[config.mk]
export PLATFORM = sky130hd
export DESIGN_NAME = thermo_ring_chan
export DESIGN_NICKNAME = d
export VERILOG_FILES = /design/src/rtl/thermo_ring_chan.sv
export SDC_FILE = /design/constraint.sdc
export NUM_CORES = 1
export LEC_CHECK = 0
export ABC_AREA = 0
export BUFFER_PORTS_ARGS = -buffer_cell sky130_fd_sc_hd__buf_4
export CORE_UTILIZATION = 35
export CTS_BUF_LIST = sky130_fd_sc_hd__clkbuf_4 sky130_fd_sc_hd__clkbuf_8 sky130_fd_sc_hd__clkbuf_16
export DETAILED_ROUTE_END_ITERATION = 16
export PLACE_DENSITY_LB_ADDON = 0.25
export SLEW_MARGIN = 40
export SYNTH_ARGS = -nofsm -noshare
export SYNTH_HDL_FRONTEND = slang
export SYNTH_SLANG_ARGS = --single-unit
[constraint.sdc]
create_clock -name clk -period 6.9 [get_ports clk]
set_clock_uncertainty 0.2 [all_clocks]
set_input_delay 0.69 -clock clk [delete_from_list [all_inputs] [get_ports clk]]
set_output_delay 0.69 -clock clk [all_outputs]
set_load 0.02 [all_outputs]
[src/rtl/thermo_ring_chan.sv]
module thermo_ring_chan #(
  parameter int OSC_W = 10
) (
  input  logic             clk,
  input  logic             rst_n,
  input  logic [OSC_W-1:0] osc_edges,
  input  logic             reg_wr,
  input  logic [2:0]       reg_addr,
  input  logic [31:0]      reg_wdata,
  output logic [31:0]      reg_rdata,
  output logic             dvfs_req,
  output logic             clkdiv_req,
  output logic             therm_rst_req,
  output logic             irq
);

  localparam logic [2:0]  ST_OVF  = 3'd5;
  localparam logic [15:0] CNT_MAX = 16'hFFFF;

  function automatic logic [2:0] rank_of(input logic [2:0] code);
    return (code == ST_OVF) ? 3'd4 : code;
  endfunction

  logic [31:0] cfg0_q, cfg1_q, cfg2_q;
  logic [15:0] per_q, acc_q, cnt_q;
  logic [7:0]  wc_q;
  logic        busy_q, valid_q, pend_q;
  logic [2:0]  st_q;

  logic        stop, run, start, in_win, done, evt, clr;
  logic [15:0] per_m, acc_base, acc_nxt;
  logic [7:0]  win_n, wc_base;
  logic [16:0] sum;
  logic [2:0]  new_code, new_rank, old_rank, cur_rank;

  assign stop  = cfg0_q[0];
  assign per_m = cfg0_q[23:8];
  assign win_n = cfg0_q[31:24];
  assign run   = !stop && per_m != 16'd0 && win_n != 8'd0;

  assign start    = run && per_q == 16'd0 && !busy_q;
  assign in_win   = busy_q || start;
  assign acc_base = start ? 16'd0 : acc_q;
  assign sum      = {1'b0, acc_base} + 17'(osc_edges);
  assign acc_nxt  = sum[16] ? CNT_MAX : sum[15:0];
  assign wc_base  = start ? 8'd0 : wc_q;
  assign done     = in_win && (wc_base == win_n - 8'd1);

  always_comb begin
    if (acc_nxt == CNT_MAX)          new_code = ST_OVF;
    else if (acc_nxt >= cfg2_q[15:0])  new_code = 3'd3;
    else if (acc_nxt >= cfg1_q[31:16]) new_code = 3'd2;
    else if (acc_nxt >= cfg1_q[15:0])  new_code = 3'd1;
    else                               new_code = 3'd0;
  end

  assign new_rank = rank_of(new_code);
  assign old_rank = rank_of(st_q);
  assign cur_rank = old_rank;

  assign evt = done && !stop &&
               ((new_rank >= 3'd1 && old_rank < 3'd1 && cfg0_q[3]) ||
                (new_rank >= 3'd2 && old_rank < 3'd2 && cfg0_q[5]) ||
                (new_rank >= 3'd3 && old_rank < 3'd3 && cfg0_q[6]) ||
                (new_rank == 3'd4 && old_rank < 3'd4 && cfg0_q[4]));
  assign clr = reg_wr && reg_addr == 3'd3 && reg_wdata[8];

  always_ff @(posedge clk or negedge rst_n) begin
    if (!rst_n) begin
      cfg0_q <= '0;
      cfg1_q <= '0;
      cfg2_q <= '0;
    end else if (reg_wr) begin
      case (reg_addr)
        3'd0:    cfg0_q <= reg_wdata & 32'hFFFF_FF7F;
        3'd1:    cfg1_q <= reg_wdata;
        3'd2:    cfg2_q <= reg_wdata;
        default: ;
      endcase
    end
  end

  always_ff @(posedge clk or negedge rst_n) begin
    if (!rst_n)                  per_q <= '0;
    else if (!run)               per_q <= '0;
    else if (per_q >= per_m - 16'd1) per_q <= '0;
    else                         per_q <= per_q + 16'd1;
  end

  always_ff @(posedge clk or negedge rst_n) begin
    if (!rst_n) begin
      busy_q <= 1'b0;
      acc_q  <= '0;
      wc_q   <= '0;
    end else if (in_win) begin
      busy_q <= !done;
      acc_q  <= acc_nxt;
      wc_q   <= wc_base + 8'd1;
    end
  end

  always_ff @(posedge clk or negedge rst_n) begin
    if (!rst_n) begin
      cnt_q   <= '0;
      st_q    <= '0;
      valid_q <= 1'b0;
      pend_q  <= 1'b0;
    end else begin
      if (done) cnt_q <= acc_nxt;
      if (stop) begin
        st_q    <= '0;
        valid_q <= 1'b0;
      end else if (done) begin
        st_q    <= new_code;
        valid_q <= 1'b1;
      end
      if (evt)      pend_q <= 1'b1;
      else if (clr) pend_q <= 1'b0;
    end
  end

  always_comb begin
    case (reg_addr)
      3'd0:    reg_rdata = cfg0_q;
      3'd1:    reg_rdata = cfg1_q;
      3'd2:    reg_rdata = cfg2_q;
      3'd3:    reg_rdata = {22'd0, valid_q, pend_q, 5'd0, st_q};
      3'd4:    reg_rdata = {cnt_q, 16'd0};
      default: reg_rdata = '0;
    endcase
  end

  assign dvfs_req      = !stop && cfg0_q[3] && cur_rank >= 3'd1;
  assign clkdiv_req    = !stop && cfg0_q[1] && cur_rank >= 3'd2;
  assign therm_rst_req = !stop && cfg0_q[2] && cur_rank >= 3'd3;
  assign irq           = pend_q;

endmodule

==> flow_metrics.tcl <==
set metrics [dict create \
    synthAdderAreaFrac 0.101 \
    cts_resized 0 \
    cp_top_family "compound AO/OA/AOI/OAI gates" \
    ff2ff_path_depth 24 \
    layout.nets 1255 \
    cts-buffers-inserted 17 \
    n_antenna_cell 0 \
    slew_headroom 0.473 \
    slowest_stage "fa_1" \
    setup_violations 0 \
    grtUsageTotal 0.201 \
    hpwl_mm 21.1 \
    slew_violations 0 \
    p_leak_uw 0.00525 \
    first_pass_iters 5 \
    ys_warn_count 0 \
    wl_per_cell_um 18.6 \
    timing.fmax_mhz 161 \
    placementRows 61 \
    drv_cap 0 \
    htreeDepth 4 \
    fin_cells 1516 \
    layout_setup_ws_ns 0.708 \
    clockRootBuffer "clkbuf_16" \
    drive_above_1_share 0.182 \
    synth_top_flop_cell "dfrtp_1" \
    route.detailed.drc 0 \
    clkTransAtPathRegs_ns 0.07 \
    synth_xor_area_frac 0.0449 \
    status "completed" \
    nFillCells 2750 \
    avgViaCountPerCell 5.23 \
    finalWirelength_mm 28.3 \
    clkLatencyLatePin_ns 0.44 \
    ant_nets 0 \
    yosys.cell_types.count 76 \
    cp_common_cell "ha_1" \
    coreArea_um2 27900 \
    worstPathArrival_ns 6.31 \
    synth_top_family_by_area "simple AND/OR/NAND/NOR gates" \
    required_ns 7.01 \
    cp.depth 24 \
    cts_tree "yes" \
    clkSinkCount 157 \
    dieArea_um2 29100 \
    fin_tns_setup_ns 0 \
    critPathLaunchType "flip-flop" \
    synth_top_cell_by_area "dfrtp_1" \
    crit_chain "inv_1 > ha_1 > nor4b_2 > and4_2 > nand4_1 > and2_1 > ha_1 > fa_1 > a211oi_1 > o21ai_2 > o21bai_4 > nand2_2 > and3_1 > nor2_1 > inv_1 > ha_1 > a21o_1 > a221oi_1 > o21ai_0 > o2111ai_1 > o2111ai_1 > a21oi_1 > o41a_1 > a31oi_1" \
    ir_drop_v 0.000198 \
    num_vias 7925 \
    die_w_um 171 \
    hp-class "in -> async" \
    clock_path_buffers 2 \
    syn2layout_area_growth_pct 16.1 \
    ys_seq_area_frac 0.395 \
    synthArstFlopShare 1.00 \
    grt_overflow_total 0 \
    synth_compound_area_frac 0.161 \
    grt_max_degree 90 \
    synthSimpleGateAreaFrac 0.172 \
    start_util 0.357 \
    endpoint_kind "flip-flop" \
    cp_max_fo 14 \
    r2r_slack_ns 0.71 \
    tightest_slew_ns 0.790 \
    synth_area_leaders "dfrtp_1, ha_1, mux2_2, nand2_1, o21ai_0" \
    dp_slack_ns 0.774 \
    criticalPathCategory "reg -> reg" \
    syn_area_um2 9950 \
    p_per_area_nw_per_um2 402 \
    first_global_vias 7736 \
    timing.final.hold_violations 0 \
    placed_cells 1486 \
    regToRegEndpoint "irq$_DFFE_PN0P_" \
    power_uw 4640 \
    ys_seq_elements 157 \
    postCtsSetupBuffers 0 \
    drtIter0Drc 474 \
    grt_first_pass_wirelength_mm 44.5 \
    post-route-min-period_ns 6.19 \
    io_buffers 83 \
    path_buf_inv 2 \
    post-synth-top-area-fraction 0.395 \
    syn_avg_cell_area_um2 9.37 \
    postCtsHoldBufs 0 \
    finalCritPeriodShare 0.897 \
    regToRegStartpoint "per_q[0]$_DFF_PN0_" \
    crit_path_max_incr_delay_ns 0.42 \
    die-height_um 171 \
    grt_antenna_before_repair 0 \
    synthesis.nets 1190 \
    rsz0062_at_grt "no" \
    synth_mux_area_frac 0.0766 \
    gp_congestion 0.832 \
    synth_edf_count 0 \
    synthCells 1062 \
    ios 84 \
]
[Yosys cell counts (all sizes together), types with 8 or more instances]
cell / instances
nor3: 26
and2: 21
nor3b: 9
ha: 79
a21oi: 57
a22oi: 32
buf: 13
nand2b: 9
xnor2: 32
nand2: 120
clkbuf: 34
nand3: 27
a21o: 22
xor2: 19
mux2i: 12
dfrtp: 157
inv: 72
nor2b: 13
nor4: 9
mux2: 47
nor2: 78
nand4: 12
a211oi: 8
o21ai: 91
[cell type report]
type / instances / area [µm²] / share of cell area
Clock inverter: 10 / 140 / 0.0121
Clock buffer: 20 / 460 / 0.0399
Inverter: 72 / 270 / 0.0234
Sequential cell: 157 / 3930 / 0.340
Tap cell: 378 / 473 / 0.0410
Multi-Input combinational cell: 786 / 5570 / 0.482
Timing Repair Buffer: 93 / 709 / 0.0614
[where the power goes]
group	leakage, µW	switching [µW]	internal [µW]	total, µW
sequential	0.00191	251	1170	1420
clock	0.000288	397	589	986
combinational	0.00305	1290	945	2230
total	0.00525	1940	2700	4640
[kinds of logic (layout without fill, tap and decap cells)]
kind of cell	count (synthesis)	count (layout)
muxes	64	64
and+or+nand+nor	342	342
DFF	157	157
buffers and inverters	119	195
AOI/OAI and AO/OA	249	249
xor gates and xnor gates	51	51
adders and majority gates	80	80
[sequential cells by signal (all words and copies together), names as in the netlist]
name     count
acc_q       16
busy_q       1
cfg0_q      31
cfg1_q      32
cfg2_q      32
cnt_q       16
irq          1
per_q       16
st_q         3
valid_q      1
wc_q         8
[placed cells by master, fill, tap and decap left out, types with 4 or more instances in the layout]
master,instances
a211oi_1,7
a21o_1,21
a21oi_1,54
a22oi_1,32
a31oi_1,5
and2_1,18
and3_1,5
buf_4,91
clkbuf_16,17
dfrtp_1,157
ha_1,79
inv_1,72
mux2_2,45
mux2i_1,12
mux4_2,5
nand2_1,118
nand2b_1,9
nand3_1,26
nand4_1,11
nor2_1,77
nor2b_1,13
nor3_1,24
nor3b_1,7
nor4_1,6
o211ai_1,4
o21ai_0,73
o21ai_1,16
xnor2_1,32
xor2_1,19
[per-layer routing]
layer	part of all wire	track usage
met4	0.0094	0.0400
met5	0	0
met3	0.036	0.0305
met1	0.49	0.284
met2	0.46	0.325
[worst register-to-register path, delay by kind of cell, from the launching register on]
| family | cells | cell delay (ns) |
|---|---|---|
| simple gates | 7 | 1.96 |
| flops | 1 | 0.41 |
| buf+inv | 2 | 0.33 |
| compound gates | 11 | 2.06 |
| fa+ha+maj | 4 | 1.12 |
[worst max path at each step]
stage	end	slack [ns]	from
5_1_grt	irq$_DFFE_PN0P_	0.34	per_q[0]$_DFF_PN0_
2_1_floorplan	st_q[0]$_DFFE_PN0P_	1.14	cfg0_q[24]$_DFFE_PN0P_
4_1_cts	irq$_DFFE_PN0P_	0.75	per_q[0]$_DFF_PN0_
3_5_place_dp	irq$_DFFE_PN0P_	0.77	per_q[0]$_DFF_PN0_
6_report	irq$_DFFE_PN0P_	0.71	per_q[0]$_DFF_PN0_
3_3_place_gp	irq$_DFFE_PN0P_	0.86	per_q[0]$_DFF_PN0_
[per-stage QoR]
step	util	area [µm²]	hold slack, ns
after global placement	0.392	10900	0.271
final	0.415	11500	0.0633
after global routing	0.415	11500	0.120
after CTS	0.414	11500	0.106
after detailed placement	0.393	10900	0.280
after floorplan	-	9950	0.194
Power figures use the tool's default switching activity.
